### config.mk
export PLATFORM = sky130hd
export DESIGN_NAME = cprs_resp_seq
export DESIGN_NICKNAME = d
export VERILOG_FILES = /design/src/rtl/cprs_pkg.sv /design/src/rtl/cprs_decode.sv /design/src/rtl/cprs_order.sv /design/src/rtl/cprs_trace.sv /design/src/rtl/cprs_resp_seq.sv
export SDC_FILE = /design/constraint.sdc
export NUM_CORES = 1
export LEC_CHECK = 0
export BUFFER_PORTS_ARGS = -buffer_cell sky130_fd_sc_hd__buf_4
export CAP_MARGIN = 40
export CELL_PAD_IN_SITES_DETAIL_PLACEMENT = 0
export CELL_PAD_IN_SITES_GLOBAL_PLACEMENT = 1
export CORE_AREA = 2 2 149 151
export DETAILED_ROUTE_END_ITERATION = 7
export DIE_AREA = 0 0 151 153
export HOLD_SLACK_MARGIN = 0.06
export PLACE_DENSITY_LB_ADDON = 0.1
export SYNTH_ARGS = -nofsm -noshare
export SYNTH_HDL_FRONTEND = slang
export SYNTH_SLANG_ARGS = --single-unit
export TNS_END_PERCENT = 10
### constraint.sdc
create_clock -name clk -period 1.9 [get_ports clk]
set_input_delay 0.19 -clock clk [delete_from_list [all_inputs] [get_ports clk]]
set_output_delay 0.19 -clock clk [all_outputs]
set_load 0.03 [all_outputs]
### src/rtl/cprs_pkg.sv
package cprs_pkg;

    typedef enum logic [2:0] {
        ST_IDLE,
        ST_PCPRE,
        ST_PCWR,
        ST_SRWR,
        ST_SRRD,
        ST_PCRD,
        ST_ACKWR
    } step_e;

    localparam logic [1:0] CIR_OPER  = 2'd0;
    localparam logic [1:0] CIR_IADDR = 2'd1;
    localparam logic [1:0] CIR_CTRL  = 2'd2;

    typedef struct packed {
        logic       pcb;
        logic       dir_in;
        logic       sp;
        logic       is_exc;
        logic [7:0] vec;
    } prim_s;

endpackage

### src/rtl/cprs_decode.sv
module cprs_decode
    import cprs_pkg::*;
#(
    parameter int W_W     = 16,
    parameter int PC_BIT  = 15,
    parameter int DIR_BIT = 13,
    parameter int SP_BIT  = 12
) (
    input  logic [W_W-1:0] word,
    input  logic           is_exc,
    output prim_s          prim
);
    logic unused_bits;

    assign unused_bits = ^{word[W_W-1:8]};

    always_comb begin
        prim.pcb    = word[PC_BIT];
        prim.is_exc = is_exc;
        // Direction and scan-PC select only matter for a status transfer.
        prim.dir_in = word[DIR_BIT] & ~is_exc;
        prim.sp     = word[SP_BIT] & ~is_exc;
        prim.vec    = word[7:0];
    end
endmodule

### src/rtl/cprs_order.sv
module cprs_order
    import cprs_pkg::*;
(
    input  step_e cur,
    input  prim_s prim,
    output step_e nxt
);
    step_e body;

    always_comb begin
        // First step after the optional PC-flag write.
        if (prim.is_exc)      body = ST_ACKWR;
        else if (prim.dir_in) body = ST_SRRD;
        else if (prim.sp)     body = ST_PCWR;
        else                  body = ST_SRWR;

        unique case (cur)
            ST_IDLE:  nxt = prim.pcb ? ST_PCPRE : body;
            ST_PCPRE: nxt = body;
            ST_PCWR:  nxt = ST_SRWR;
            ST_SRWR:  nxt = ST_IDLE;
            ST_SRRD:  nxt = prim.sp ? ST_PCRD : ST_IDLE;
            ST_PCRD:  nxt = ST_IDLE;
            ST_ACKWR: nxt = ST_IDLE;
            default:  nxt = ST_IDLE;
        endcase
    end
endmodule

### src/rtl/cprs_trace.sv
module cprs_trace (
    input  logic       clk,
    input  logic       rst_n,
    input  logic       arm,
    input  logic [1:0] tmode,
    input  logic       cp_done,
    output logic       pend,
    output logic       take
);
    typedef struct packed {
        logic pend;
        logic take;
    } tr_t;

    tr_t d, q;

    always_comb begin
        d      = q;
        d.take = q.pend & cp_done;
        if (arm && tmode == 2'b01) d.pend = 1'b1;
        else if (cp_done)          d.pend = 1'b0;
    end

    always_ff @(posedge clk or negedge rst_n) begin
        if (!rst_n) q <= '0;
        else        q <= d;
    end

    assign pend = q.pend;
    assign take = q.take;
endmodule

### src/rtl/cprs_resp_seq.sv
module cprs_resp_seq
    import cprs_pkg::*;
#(
    parameter int          SR_W      = 16,
    parameter int          PC_W      = 32,
    parameter int          VEC_W     = 8,
    parameter int          SUPER_BIT = 13,
    parameter int          TRACE_HI  = 15,
    parameter int unsigned ACK_MASK  = 1
) (
    input  logic             clk,
    input  logic             rst_n,
    input  logic             prim_valid,
    input  logic             prim_exc,
    input  logic [15:0]      prim_word,
    input  logic [SR_W-1:0]  sr_in,
    input  logic [PC_W-1:0]  scan_pc,
    input  logic             cp_done,
    input  logic             acc_done,
    input  logic [PC_W-1:0]  acc_rdata,
    output logic             busy,
    output logic             acc_req,
    output logic             acc_wr,
    output logic [1:0]       acc_sel,
    output logic [PC_W-1:0]  acc_wdata,
    output logic             sr_load,
    output logic [SR_W-1:0]  sr_new,
    output logic             pc_load,
    output logic [PC_W-1:0]  pc_new,
    output logic             flush_req,
    output logic [PC_W-1:0]  flush_addr,
    output logic             flush_super,
    output logic             trace_pend,
    output logic             trace_take,
    output logic             exc_req,
    output logic [VEC_W-1:0] exc_vec
);
    typedef struct packed {
        step_e             step;
        prim_s             prim;
        logic [SR_W-1:0]   sr_snap;
        logic [PC_W-1:0]   pc_snap;
        logic [SR_W-1:0]   sr_new;
        logic [PC_W-1:0]   pc_new;
        logic              sr_load;
        logic              pc_load;
        logic              flush;
        logic [PC_W-1:0]   flush_addr;
        logic              flush_super;
        logic              exc;
        logic [VEC_W-1:0]  exc_vec;
    } ctx_t;

    ctx_t  d, q;
    prim_s dec_prim;
    prim_s ord_prim;
    step_e nxt_step;
    logic  accept;
    logic  arm;

    cprs_decode u_dec (
        .word   (prim_word),
        .is_exc (prim_exc),
        .prim   (dec_prim)
    );

    assign ord_prim = (q.step == ST_IDLE) ? dec_prim : q.prim;

    cprs_order u_ord (
        .cur  (q.step),
        .prim (ord_prim),
        .nxt  (nxt_step)
    );

    assign accept = prim_valid && (q.step == ST_IDLE);
    assign arm    = accept && dec_prim.dir_in;

    cprs_trace u_trc (
        .clk     (clk),
        .rst_n   (rst_n),
        .arm     (arm),
        .tmode   (sr_in[TRACE_HI -: 2]),
        .cp_done (cp_done),
        .pend    (trace_pend),
        .take    (trace_take)
    );

    always_comb begin
        d         = q;
        d.sr_load = 1'b0;
        d.pc_load = 1'b0;
        d.flush   = 1'b0;
        d.exc     = 1'b0;
        if (accept) begin
            d.prim    = dec_prim;
            d.sr_snap = sr_in;
            d.pc_snap = scan_pc;
            d.step    = nxt_step;
        end else if (q.step != ST_IDLE && acc_done) begin
            if (q.step == ST_SRRD) begin
                d.sr_new  = acc_rdata[SR_W-1:0];
                d.sr_load = 1'b1;
            end
            if (q.step == ST_PCRD) begin
                d.pc_new  = acc_rdata;
                d.pc_load = 1'b1;
            end
            d.step = nxt_step;
            if (nxt_step == ST_IDLE) begin
                if (q.prim.is_exc) begin
                    d.exc     = 1'b1;
                    d.exc_vec = q.prim.vec[VEC_W-1:0];
                end else if (q.prim.dir_in) begin
                    d.flush       = 1'b1;
                    d.flush_addr  = (q.step == ST_PCRD) ? acc_rdata : q.pc_snap;
                    d.flush_super = (q.step == ST_SRRD) ? acc_rdata[SUPER_BIT]
                                                        : q.sr_new[SUPER_BIT];
                end
            end
        end
    end

    always_ff @(posedge clk or negedge rst_n) begin
        if (!rst_n) q <= '0;
        else        q <= d;
    end

    always_comb begin
        acc_req   = (q.step != ST_IDLE);
        acc_wr    = 1'b1;
        acc_sel   = CIR_OPER;
        acc_wdata = '0;
        unique case (q.step)
            ST_PCPRE, ST_PCWR: begin
                acc_sel   = CIR_IADDR;
                acc_wdata = q.pc_snap;
            end
            ST_SRWR: acc_wdata = PC_W'(q.sr_snap);
            ST_SRRD: acc_wr = 1'b0;
            ST_PCRD: begin
                acc_wr  = 1'b0;
                acc_sel = CIR_IADDR;
            end
            ST_ACKWR: begin
                acc_sel   = CIR_CTRL;
                acc_wdata = PC_W'(ACK_MASK);
            end
            default: ;
        endcase
    end

    assign busy        = (q.step != ST_IDLE);
    assign sr_load     = q.sr_load;
    assign sr_new      = q.sr_new;
    assign pc_load     = q.pc_load;
    assign pc_new      = q.pc_new;
    assign flush_req   = q.flush;
    assign flush_addr  = q.flush_addr;
    assign flush_super = q.flush_super;
    assign exc_req     = q.exc;
    assign exc_vec     = q.exc_vec;
endmodule

==> summary.md <==
| Metric | Value |
|---|---|
| Outcome | finished, violations left |
| Violations in the final reports | setup timing |
| Clock tree from TritonCTS | yes |
| Worst hold stages | 4 |
| Port bufs | around 230 |
| Switching power total | about 0.0074 W |
| # rows | 54 |
| Cell Area, Synth | 7380 µm² |
| Placement-stage worst setup slack | -79.3 ps |
| Portion of total power attributed to sequential cells | between 30% and 40% |
| Total number of vias | roughly 5.5k |
| Number of DRC markers after the initial detailed-route iteration | roughly 230 |
| Synth unique cells | 33 |
| Die boundary width | 151 µm |
| Post-Synthesis Mean Instance Area | approximately 11 µm² |
| Hold slack | between 90 and 100 ps |
| Remaining Overflow, GRT | 0 |
| Pint | about 0.011 W |
| Warnings from Yosys | 0 |
| Crit path capture type | output pin |
| Yosys reg bits | 157 |
| Last weighted congestion value of the routability-driven placer | 0.830 |
| Critical path launch point type | flop |
| Maximum clock path buffer count | 2 |
| Minimum clock period after layout | about 2000 ps |
| Final count of hold timing violations | 0 |
| Post-detail-place hpwl | between 10000 and 15000 µm |
| Type of the worst min-delay path | in2reg |
| Antenna Diode Count | 0 |
| Worst R2R Path Depth | 4 |
| Wirelength per Cell | 16.7 µm |
| Max-cap violations | 0 |
| Power Dens Cells | around 1700 nW/µm² |
| Static power due to leakage | 5.37 nW |
| IO Pins | approximately 230 |
| Clock Skew | 10.1 ps |
| Worst-case setup margin in the final layout | -137 ps |
| Final core area utilization | around half |
| Chip height | approximately 150 µm |
| Arr. time, crit path | 1850 ps |
| Switching share of total power | about 41% |
| Share of cells above drive strength 1 | 47.5% |
| Ratio of final minimum period to clock period | 107% |
| Relative contribution of combinational cells to total power | between 50% and 60% |
| DRT antenna net count | 0 |
| Synthesized instance count | ~670 |
| Clock Sink Count | approximately 160 |
| Final design instance area without fill | about 11000 µm² |
| Clock transition at the registers of the reported paths | ~60 ps |
| Iteration count of the initial detailed-routing pass | 5 |
| Critical setup path kind | reg2out |
| Fraction of the yosys area taken by sequential cells | a little over half |
| Unrepaired setup endpoints after global routing | true |
| Worst slew margin relative to its limit | 65.5% |
| Total number of nets in the final design | 1017 |
| Max Clock Freq | 491 MHz |
| Number of levels the H-tree was split into | 4 |
| Largest net degree at the start of global routing | 64 |
| Total DRC errors in the routed layout | 0 |
| Aggregate global-route resource usage | approximately 18% |
| Clock share of power | 18.1% |
| Placeable core region | about 21000 µm² |
| Req. time, crit path | between 1500 and 2000 ps |
| Post-placement cell area | about 9000 µm² |
| Number of antenna violations at the first check in global routing | 0 |
| Total CTS buffers | 17 |
| Count of endpoints failing setup in the final report | 33 |
| Maximum net fanout on the critical path | 15 |
| First-pass GRT wire length | 31800 µm |
| Root Buffer Master | sky130_fd_sc_hd__clkbuf_16 |
| Number of slew-limit violations in the final report | 0 |
| Post-synthesis net count | slightly below 800 |
| Number of global-route vias before repair | roughly 6k |
| Routed via count divided by cell count | 4.58 |
| Peak supply drop | ~680 µV |
| Skew-Pair Late Insertion Delay | 420 ps |
| Post-Place Cells | around 1.1k |
| Detailed-route wire length | about 20000 µm |
| Die area | approximately 23000 µm² |
| Number of cells in the finished layout apart from fillers | 1208 |
| Effective utilization at floorplan | approximately a third |
| Layout Area Growth over Synthesis | 44.9% |
| Transition time of the tightest slew-check pin | 516 ps |
[final timing paths]
kind	start	end	slack [ps]
worst max-delay path	q[154]$_DFFE_PN0P_	acc_wdata[10]	-140
worst min-delay path	prim_exc	q[150]$_DFFE_PN0P_	90
worst max register to register	q[154]$_DFFE_PN0P_	u_trc.pend$_DFFE_PN0P_	30
worst min register to register	q[148]$_DFFE_PN0P_	q[148]$_DFFE_PN0P_	470
max in group asynchronous	rst_n	exc_vec[3]$_DFFE_PN0P_	980
min in group asynchronous	rst_n	pc_new[3]$_DFFE_PN0P_	280
[registers in the layout, summed over array words and instances, names as in the netlist]
register and count:
pc_load 1, pc_new 32, exc_vec 8, q 62
flush_addr 32, exc_req 1, sr_load 1, flush_super 1
u_trc.pend 1, sr_new 16, u_trc.take 1, flush_req 1
[synthesized netlist by cell type]
| master | number | area share [%] |
|---|---|---|
| sky130_fd_sc_hd__nand2_1 | 177 | 9.0 |
| sky130_fd_sc_hd__dfrtp_1 | 157 | 53 |
| sky130_fd_sc_hd__mux2_2 | 122 | 19 |
| sky130_fd_sc_hd__buf_4 | 92 | 9.4 |
| sky130_fd_sc_hd__and2_1 | 18 | 1.5 |
| sky130_fd_sc_hd__a22o_1 | 16 | 1.9 |
| sky130_fd_sc_hd__buf_2 | 16 | 1.1 |
| sky130_fd_sc_hd__clkbuf_1 | 11 | 0.56 |
| sky130_fd_sc_hd__o21ai_0 | 11 | 0.75 |
| sky130_fd_sc_hd__nor2_1 | 6 | 0.31 |
| sky130_fd_sc_hd__inv_1 | 5 | 0.25 |
| sky130_fd_sc_hd__nand2b_1 | 5 | 0.42 |
| sky130_fd_sc_hd__a21oi_1 | 4 | 0.27 |
| sky130_fd_sc_hd__nor3_1 | 4 | 0.27 |
| sky130_fd_sc_hd__and3_1 | 2 | 0.17 |
| sky130_fd_sc_hd__buf_1 | 2 | 0.10 |
| sky130_fd_sc_hd__mux2i_1 | 2 | 0.27 |
| sky130_fd_sc_hd__o41ai_1 | 2 | 0.24 |
| sky130_fd_sc_hd__a21boi_0 | 1 | 0.10 |
| sky130_fd_sc_hd__a21o_1 | 1 | 0.10 |
| sky130_fd_sc_hd__a221oi_1 | 1 | 0.12 |
| sky130_fd_sc_hd__and2b_1 | 1 | 0.10 |
| sky130_fd_sc_hd__clkbuf_2 | 1 | 0.068 |
| sky130_fd_sc_hd__nand2_2 | 1 | 0.085 |
| sky130_fd_sc_hd__nand3_1 | 1 | 0.068 |
| sky130_fd_sc_hd__nand4b_1 | 1 | 0.12 |
| sky130_fd_sc_hd__nor2b_1 | 1 | 0.085 |
| sky130_fd_sc_hd__nor3_2 | 1 | 0.14 |
| sky130_fd_sc_hd__nor4_1 | 1 | 0.085 |
| sky130_fd_sc_hd__nor4_4 | 1 | 0.29 |
| sky130_fd_sc_hd__o21ai_1 | 1 | 0.068 |
| sky130_fd_sc_hd__o21ba_2 | 1 | 0.14 |
| sky130_fd_sc_hd__or4b_2 | 1 | 0.14 |
[cells by family (layout without fill, tap and decap cells)]
family	Yosys count	after routing	synth area share, %
AO/OA/AOI/OAI	38	38	3.68
flip-flops	157	157	53.2
multiplexers	124	124	18.9
AND/OR/NAND/NOR	221	221	12.8
buffers and inverters	127	388	11.4
[layout by cell type (no fill, tap or decap), drive strengths merged]
cell	count
clkbuf	21
and3	2
mux2i	2
nand2b	5
clkinv	3
nor3	5
nand2	178
bufinv	1
nand4b	1
or4b	1
nor2b	1
clkinvlp	2
a21boi	1
and2b	1
nor2	6
inv	10
nand3	1
a21oi	4
buf	261
a221oi	1
nor4	2
dfrtp	157
dlygate4sd3	90
and2	18
a22o	16
a21o	1
o21ba	1
o41ai	2
mux2	122
o21ai	12
[layer usage]
metal	track usage [%]	share of wire (%)	vias up
li1	-	-	2613
met1	21.8	43	2726
met2	30.3	49	170
met3	4.60	6.4	29
met4	6.05	2.1	0
met5	0	0	-
[final cells by class]
type                            instances  area (µm²)
Sequential cell                       157        3930
Timing Repair Buffer                  351        3130
Tap cell                              280         350
Multi-Input combinational cell        383        2700
Clock buffer                           21         460
Clock inverter                         11         104
Inverter                                5        23.8
Fill cell                            1989       10800
[worst max-delay path, stage by stage (launching register included)]
cell and delay [ps]:
sky130_fd_sc_hd__dfrtp_1 420, sky130_fd_sc_hd__buf_6 140, sky130_fd_sc_hd__inv_6 60, sky130_fd_sc_hd__nor2_4 40, sky130_fd_sc_hd__o21ba_4 230, sky130_fd_sc_hd__buf_12 150, sky130_fd_sc_hd__a22o_1 230, sky130_fd_sc_hd__buf_6 140
[per-stage QoR]
stage	total power, W	setup TNS, ps
2_1_floorplan	0.0119	0
3_3_place_gp	0.0141	-414
3_5_place_dp	0.0142	-613
4_1_cts	0.0182	-4210
5_1_grt	0.0194	-4690
6_report	0.0183	-2680
[power groups by stage]
stage	logic [W]	clock network, W	registers [W]
after global routing	0.0100	0.00358	0.00577
after detailed placement	0.00858	0	0.00564
after global placement	0.00849	0	0.00558
final	0.00939	0.00330	0.00558
after CTS	0.00915	0.00343	0.00559
after floorplan	0.00650	0	0.00537
[what timing repair did]
action,4_1_cts,5_1_grt
setup buffers,4,2
pin swaps,12,20
endpoints found under the setup margin,42,68
hold buffers,90,0
resized for setup,33,36
endpoints found under the hold margin,146,0
(Power assumes the default switching activity.)
